### config.mk
export PLATFORM = sky130hd
export DESIGN_NAME = cmd_chain_queue
export DESIGN_NICKNAME = d
export VERILOG_FILES = /design/src/rtl/cmd_chain_pkg.sv /design/src/rtl/cmd_fifo2.sv /design/src/rtl/stat_fifo2.sv /design/src/rtl/cmd_chain_queue.sv
export SDC_FILE = /design/constraint.sdc
export NUM_CORES = 1
export LEC_CHECK = 0
export BUFFER_PORTS_ARGS = -buffer_cell sky130_fd_sc_hd__buf_2
export CORE_MARGIN = 5
export CORE_UTILIZATION = 33
export DETAILED_ROUTE_END_ITERATION = 10
export GPL_TIMING_DRIVEN = 1
export PLACE_DENSITY = 0.61
export SYNTH_ARGS = -nofsm -noshare
export SYNTH_HDL_FRONTEND = slang
export SYNTH_SLANG_ARGS = --single-unit
export TNS_END_PERCENT = 100
### constraint.sdc
create_clock -name clk_i -period 9.53 [get_ports clk_i]
set_input_delay 0.953 -clock clk_i [delete_from_list [all_inputs] [get_ports clk_i]]
set_output_delay 0.953 -clock clk_i [all_outputs]
set_load 0.02 [all_outputs]
### src/rtl/cmd_chain_pkg.sv
package cmd_chain_pkg;
  typedef enum logic [2:0] {
    OP_NOP     = 3'd0,
    OP_TX_Q    = 3'd1,
    OP_RX_Q    = 3'd2,
    OP_TX_CAN  = 3'd3,
    OP_RX_CAN  = 3'd4,
    OP_TX_CLR  = 3'd5,
    OP_RX_CLR  = 3'd6,
    OP_OVF_CLR = 3'd7
  } cmd_op_e;

  localparam int unsigned QDEPTH = 2;
  localparam int unsigned CNT_W  = $clog2(QDEPTH + 1);
endpackage

### src/rtl/cmd_fifo2.sv
module cmd_fifo2
  import cmd_chain_pkg::*;
#(
  parameter int unsigned W          = 2,
  parameter bit          CANCEL_ALL = 1'b0
) (
  input  logic             clk_i,
  input  logic             rst_ni,
  input  logic             limit1_i,
  input  logic             push_i,
  input  logic [W-1:0]     data_i,
  input  logic             start_i,
  input  logic             done_i,
  input  logic             cancel_i,
  output logic [W-1:0]     head_o,
  output logic [CNT_W-1:0] count_o,
  output logic             started_o,
  output logic             popped_o,
  output logic             drop_o
);
  logic [W-1:0]     s0_q, s1_q, s0_d, s1_d;
  logic [CNT_W-1:0] cnt_q, cnt_d, lim;
  logic             st_q, st_d;

  always_comb begin
    s0_d = s0_q; s1_d = s1_q; cnt_d = cnt_q; st_d = st_q;
    drop_o = 1'b0; popped_o = 1'b0;
    lim = limit1_i ? CNT_W'(1) : CNT_W'(QDEPTH);
    // completion retires the running head
    if (done_i && cnt_q != '0 && st_q) begin
      s0_d = s1_q; cnt_d = cnt_q - 1'b1; st_d = 1'b0; popped_o = 1'b1;
    end
    // cancel never touches a started head
    if (cancel_i && cnt_d != '0) begin
      if (st_d) begin
        if (cnt_d == CNT_W'(QDEPTH)) cnt_d = CNT_W'(1);
      end else if (CANCEL_ALL) begin
        cnt_d = '0;
      end else begin
        s0_d = s1_d; cnt_d = cnt_d - 1'b1;
      end
    end
    if (push_i) begin
      if (cnt_d < lim) begin
        if (cnt_d == '0) s0_d = data_i;
        else             s1_d = data_i;
        cnt_d = cnt_d + 1'b1;
      end else if (limit1_i && !st_d) begin
        s0_d = data_i;
      end else begin
        drop_o = 1'b1;
      end
    end
    if (start_i && cnt_d != '0 && !st_d) st_d = 1'b1;
  end

  always_ff @(posedge clk_i or negedge rst_ni) begin
    if (!rst_ni) begin
      s0_q <= '0; s1_q <= '0; cnt_q <= '0; st_q <= 1'b0;
    end else begin
      s0_q <= s0_d; s1_q <= s1_d; cnt_q <= cnt_d; st_q <= st_d;
    end
  end

  assign head_o    = s0_q;
  assign count_o   = cnt_q;
  assign started_o = st_q;
endmodule

### src/rtl/stat_fifo2.sv
module stat_fifo2
  import cmd_chain_pkg::*;
#(
  parameter int unsigned W = 1
) (
  input  logic         clk_i,
  input  logic         rst_ni,
  input  logic         push_i,
  input  logic [W-1:0] data_i,
  input  logic         pop_i,
  output logic [W-1:0] head_o,
  output logic         valid_o,
  output logic         drop_o
);
  logic [W-1:0]     s0_q, s1_q, s0_d, s1_d;
  logic [CNT_W-1:0] cnt_q, cnt_d;

  always_comb begin
    s0_d = s0_q; s1_d = s1_q; cnt_d = cnt_q; drop_o = 1'b0;
    if (pop_i && cnt_q != '0) begin
      s0_d = s1_q; cnt_d = cnt_q - 1'b1;
    end
    if (push_i) begin
      if (cnt_d < CNT_W'(QDEPTH)) begin
        if (cnt_d == '0) s0_d = data_i;
        else             s1_d = data_i;
        cnt_d = cnt_d + 1'b1;
      end else begin
        drop_o = 1'b1;
      end
    end
  end

  always_ff @(posedge clk_i or negedge rst_ni) begin
    if (!rst_ni) begin
      s0_q <= '0; s1_q <= '0; cnt_q <= '0;
    end else begin
      s0_q <= s0_d; s1_q <= s1_d; cnt_q <= cnt_d;
    end
  end

  assign head_o  = s0_q;
  assign valid_o = (cnt_q != '0);
endmodule

### src/rtl/cmd_chain_queue.sv
module cmd_chain_queue
  import cmd_chain_pkg::*;
#(
  parameter int unsigned PAGE_W = 2
) (
  input  logic              clk_i,
  input  logic              rst_ni,
  input  logic              chain_en_i,
  input  logic              cmd_valid_i,
  input  logic [2:0]        cmd_op_i,
  input  logic [PAGE_W-1:0] cmd_page_i,
  input  logic              cmd_bcast_i,
  input  logic              tx_start_i,
  input  logic              tx_done_i,
  input  logic              tx_ack_i,
  input  logic              rx_start_i,
  input  logic              rx_done_i,
  output logic              tx_req_o,
  output logic [PAGE_W-1:0] tx_page_o,
  output logic              rx_req_o,
  output logic [PAGE_W-1:0] rx_page_o,
  output logic              rx_bcast_o,
  output logic              tx_avail_o,
  output logic              tx_acked_o,
  output logic              tx_irq_o,
  output logic              rx_inhib_o,
  output logic              rx_done_bc_o,
  output logic              rx_irq_o,
  output logic              tx_ovf_o,
  output logic              rx_ovf_o
);
  localparam int unsigned RXW = PAGE_W + 1;

  cmd_op_e op;
  assign op = cmd_valid_i ? cmd_op_e'(cmd_op_i) : OP_NOP;

  logic [CNT_W-1:0] tx_cnt, rx_cnt;
  logic             tx_st, rx_st, tx_pop, rx_pop, tx_drop, rx_drop;
  logic             txs_valid, rxs_valid, txs_drop, rxs_drop;
  logic [RXW-1:0]   rx_head;
  logic             tx_ovf_q, rx_ovf_q;

  cmd_fifo2 #(.W(PAGE_W), .CANCEL_ALL(1'b1)) u_tx_q (
    .clk_i, .rst_ni,
    .limit1_i (!chain_en_i),
    .push_i   (op == OP_TX_Q),
    .data_i   (cmd_page_i),
    .start_i  (tx_start_i),
    .done_i   (tx_done_i),
    .cancel_i (op == OP_TX_CAN),
    .head_o   (tx_page_o),
    .count_o  (tx_cnt),
    .started_o(tx_st),
    .popped_o (tx_pop),
    .drop_o   (tx_drop)
  );

  cmd_fifo2 #(.W(RXW), .CANCEL_ALL(1'b0)) u_rx_q (
    .clk_i, .rst_ni,
    .limit1_i (!chain_en_i),
    .push_i   (op == OP_RX_Q),
    .data_i   ({cmd_bcast_i, cmd_page_i}),
    .start_i  (rx_start_i),
    .done_i   (rx_done_i),
    .cancel_i (op == OP_RX_CAN),
    .head_o   (rx_head),
    .count_o  (rx_cnt),
    .started_o(rx_st),
    .popped_o (rx_pop),
    .drop_o   (rx_drop)
  );

  stat_fifo2 #(.W(1)) u_tx_stat (
    .clk_i, .rst_ni,
    .push_i (tx_pop),
    .data_i (tx_ack_i),
    .pop_i  (op == OP_TX_CLR),
    .head_o (tx_acked_o),
    .valid_o(txs_valid),
    .drop_o (txs_drop)
  );

  stat_fifo2 #(.W(1)) u_rx_stat (
    .clk_i, .rst_ni,
    .push_i (rx_pop),
    .data_i (rx_head[RXW-1]),
    .pop_i  (op == OP_RX_CLR),
    .head_o (rx_done_bc_o),
    .valid_o(rxs_valid),
    .drop_o (rxs_drop)
  );

  always_ff @(posedge clk_i or negedge rst_ni) begin
    if (!rst_ni) begin
      tx_ovf_q <= 1'b0; rx_ovf_q <= 1'b0;
    end else if (op == OP_OVF_CLR) begin
      tx_ovf_q <= 1'b0; rx_ovf_q <= 1'b0;
    end else begin
      if (tx_drop || txs_drop) tx_ovf_q <= 1'b1;
      if (rx_drop || rxs_drop) rx_ovf_q <= 1'b1;
    end
  end

  assign tx_req_o   = (tx_cnt != '0) && !tx_st;
  assign rx_req_o   = (rx_cnt != '0) && !rx_st;
  assign rx_page_o  = rx_head[PAGE_W-1:0];
  assign rx_bcast_o = rx_head[RXW-1];
  assign tx_irq_o   = txs_valid;
  assign rx_irq_o   = rxs_valid;
  assign tx_avail_o = txs_valid || (tx_cnt == '0);
  assign rx_inhib_o = rxs_valid || (rx_cnt == '0);
  assign tx_ovf_o   = tx_ovf_q;
  assign rx_ovf_o   = rx_ovf_q;
endmodule

==> results by group <==
Clocking
  – Hold_buf cts: 0
  – CTS sink cnt: 26
  – Setup bufs post-CTS: 0
  – Clock Tree Buf Depth: 2
  – Post-CTS sizing: 0
  – H-tree levels: 1
  – CTS Root Buffer Type: clkbuf_8
  – Clock slew seen by the registers of the worst setup and hold paths: 0.09 ns
  – TritonCTS buffer count: 3
  – Clock latency on the worst-skew pair: about 0.27 ns
  – TritonCTS clock tree: yes

Route
  – WL final: 4577 um
  – Residual DRC: 0
  – Iter 0 DRT Violations: approximately 70
  – Routed vias/inst: 5.208
  – Routed length per placed instance: 14.00 um
  – Via count: 1703
  – Number of iterations in the first detailed-routing pass: 5
  – Final ANT Viol Nets: 0

Floorplanning
  – Io pins: 30
  – Die ar.: 8041 um^2
  – Die span in x: approximately 90 um
  – Chip height: 89.67 um
  – Core Box Area: roughly 6300 um^2
  – Initial Util: 33.37%
  – Site Rows: 29

Hold path
  – HP Class: flop to flop
  – WHS Path Cells: 1
  – Hold path start: u_rx_q.s1_q[2]
  – Hold Path Sink: u_rx_q.s1_q[2]

Timing
  – FMAX: 0.2919 GHz
  – Slew Limit Headroom: 58.19%
  – Worst Tran Pin Value: 0.6271 ns
  – Final hold viol count: 0
  – Max-slew violations: 0
  – Final min period: 3.426 ns
  – # setup viols final: 0
  – Worst setup margin: 6.104 ns
  – Setup TNS: 0 ns
  – Final worst-path cycle share: a little over a third
  – RSZ-0062 raised after global routing: false
  – Worst clock skew: 0.003257 ns

Cells and area
  – Final core occ: 37.37%
  – Design area: 2346 um^2
  – Combined area of the multi-input logic cells: approximately 1300 um^2
  – Layout net count: between 200 and 300
  – ANT cells: 0
  – Area Overhead vs Synth: 12.01%
  – Register area: 650.6 um^2
  – Fin cells: 327
  – Number of fillers in the final layout: ~680
  – Layout cells sized above 1: roughly a quarter

Critical path
  – WS Path Type: flop to flop
  – Worst r2r src: u_rx_q.count_o[0]
  – Crit end category: flop
  – R2R depth: 15
  – Critical path startpoint category: flop
  – Crit Path Max Fanout: 11
  – R2R setup slack: around 6.1 ns
  – Req. time, crit path: 9.69 ns
  – Crit Reg-Reg Endpoint: u_rx_q.s1_q[1]
  – Worst endpoint data arrival time: 3.59 ns

GRT
  – Gr ovfl total: 0
  – Largest net degree at the start of global routing: 27
  – First-pass GRT wire length: 7617 um
  – Vias in the first global route: 1667
  – Initial antenna violation count: 0
  – Total GRT Usage: about an eighth

Power and ir drop
  – PwrDens: between 200 and 300 nW/um^2
  – P_leak: approximately 1.1 nW
  – Max VDD drop: 0.08590 mV

Placed design
  – DP Worst Slack: 6.041 ns
  – Post-place instance area: 2305 um^2
  – DP HPWL: 3612 um
  – Inst Count DP: between 300 and 400
  – Placer Congestion: 0.8490
  – Buffers on Ports: 29

Synth
  – Synth top area cells: dfrtp_1, ha_1, mux2i_1
  – Leading area contributor after synthesis: dfrtp_1
  – Cells after Synth: 222
  – Share of the synthesized area in the top cell type: between 30% and 40%
  – #FFs+latches synth: 26
  – Post-synth EDFFs: 0
  – Post-synth ARST share: 100.0%
  – Synth warnings: 0
  – Sequential area share after synthesis: a little under a third
  – Synthesized area: 2095 um^2
  – Avg Cell Area, Syn: 9.435 um^2
  – Syn nets: 252
  – Netlist cell types: 62
  – Main synth FF type: dfrtp_1

Job
  – Max-cap viol count: 0

Run status
  – Outcome: finished clean
-- worst max path at each step --
| stage | slack, ns | cells past startpoint | startpoint | end |
|---|---|---|---|---|
| after CTS | 6.08 | 15 | u_rx_q.count_o[0] | u_rx_q.s1_q[1] |
| after floorplan | 6.33 | 14 | rx_done_i | u_rx_q.s1_q[0] |
| after global routing | 5.82 | 15 | u_rx_q.count_o[0] | u_rx_q.head_o[2] |
| after detailed placement | 6.04 | 14 | rx_done_i | u_rx_q.s1_q[1] |
| final | 6.10 | 15 | u_rx_q.count_o[0] | u_rx_q.s1_q[1] |
| after global placement | 6.09 | 12 | rx_done_i | u_rx_q.head_o[1] |
-- logic make-up (layout without fill, tap and decap cells) --
kind of cell / Yosys count / in the layout / share of synthesized area [%]
AO/OA/AOI/OAI: 53 / 53 / 18.94
adder cells (fa/ha/maj): 15 / 15 / 8.961
XOR/XNOR: 4 / 4 / 2.032
AND/OR/NAND/NOR: 75 / 75 / 21.92
buffers and inverters: 26 / 54 / 5.496
multiplexers: 23 / 23 / 11.59
flip-flops: 26 / 26 / 31.06
-- routing by layer --
metal / share of wire (%) / vias up / track usage [%]
met5: 0 / - / 0
met1: 45 / 801 / 14.07
li1: - / 870 / -
met2: 50 / 27 / 22.27
met3: 3.3 / 5 / 1.825
met4: 1.2 / 0 / 3.789
-- sequential cells by signal (all words and copies together), names as in the netlist, 2 cells and up --
signal           flops
u_tx_q.count_o       2
u_tx_q.head_o        2
u_rx_q.head_o        3
u_rx_q.s1_q          3
u_tx_q.s1_q          2
u_tx_stat.cnt_q      2
u_rx_stat.cnt_q      2
u_rx_q.count_o       2
-- Yosys cell counts, drive strengths merged (2+ instances only) --
library cell,count
a21o,3
mux2i,13
a221oi,3
nor3,3
ha,15
inv,21
and3b,2
nor4,2
nand4b,2
xnor2,3
clkbuf,3
o22ai,4
nand3b,2
nor2,27
nand2b,4
a21oi,16
a22oi,2
nand3,5
dfrtp,26
nor2b,2
a31oi,2
mux2,10
and4bb,2
o41ai,3
o21ai,8
nor4b,2
o211ai,2
nand2,15
-- cells in the final DEF, fill, tap and decap left out, types with 4 or more instances in the layout --
master | Yosys | final
mux2i_1 | 13 | 13
inv_1 | 21 | 21
a21oi_1 | 16 | 16
nand3_1 | 5 | 5
ha_1 | 15 | 15
nor2_1 | 25 | 25
o21ai_0 | 7 | 7
mux2_2 | 7 | 7
o22ai_1 | 4 | 4
buf_2 | 0 | 29
dfrtp_1 | 26 | 26
nand2_1 | 14 | 14
-- report_power, final --
part / internal (mW) / leakage (nW) / switching [mW]
combinational: 0.186 / 0.756 / 0.244
clock: 0.0284 / 0.0216 / 0.0355
sequential: 0.161 / 0.309 / 0.0426
total: 0.375 / 1.09 / 0.322
-- metrics by stage --
step                power (mW)  hold WS [ns]
floorplan               0.5447        0.4579
global placement        0.6312        0.4664
detailed placement      0.6389        0.4785
CTS                     0.7064        0.5003
global route            0.7680        0.5073
finish                  0.6975        0.4962
-- worst max-delay path: stages, from the launching register on --
cell      delay [ns]
dfrtp_1         0.46
inv_1           0.17
ha_1            0.27
and3b_4         0.41
nor2_1          0.07
a21o_2          0.19
ha_1            0.17
a31oi_1         0.14
o21ai_0         0.10
and2_4          0.16
ha_1            0.19
inv_1           0.17
nand2_1         0.09
o21bai_2        0.25
nor2_4          0.14
mux2_1          0.34
-- area by class of cell --
cell class | count | share of cell area [%]
Clock buffer | 3 | 1.760
Sequential cell | 26 | 27.73
Tap cell | 77 | 4.107
Timing Repair Buffer | 29 | 6.187
Multi-Input combinational cell | 170 | 56.64
Inverter | 22 | 3.573
Note: power is estimated with default switching activity, not from simulation.
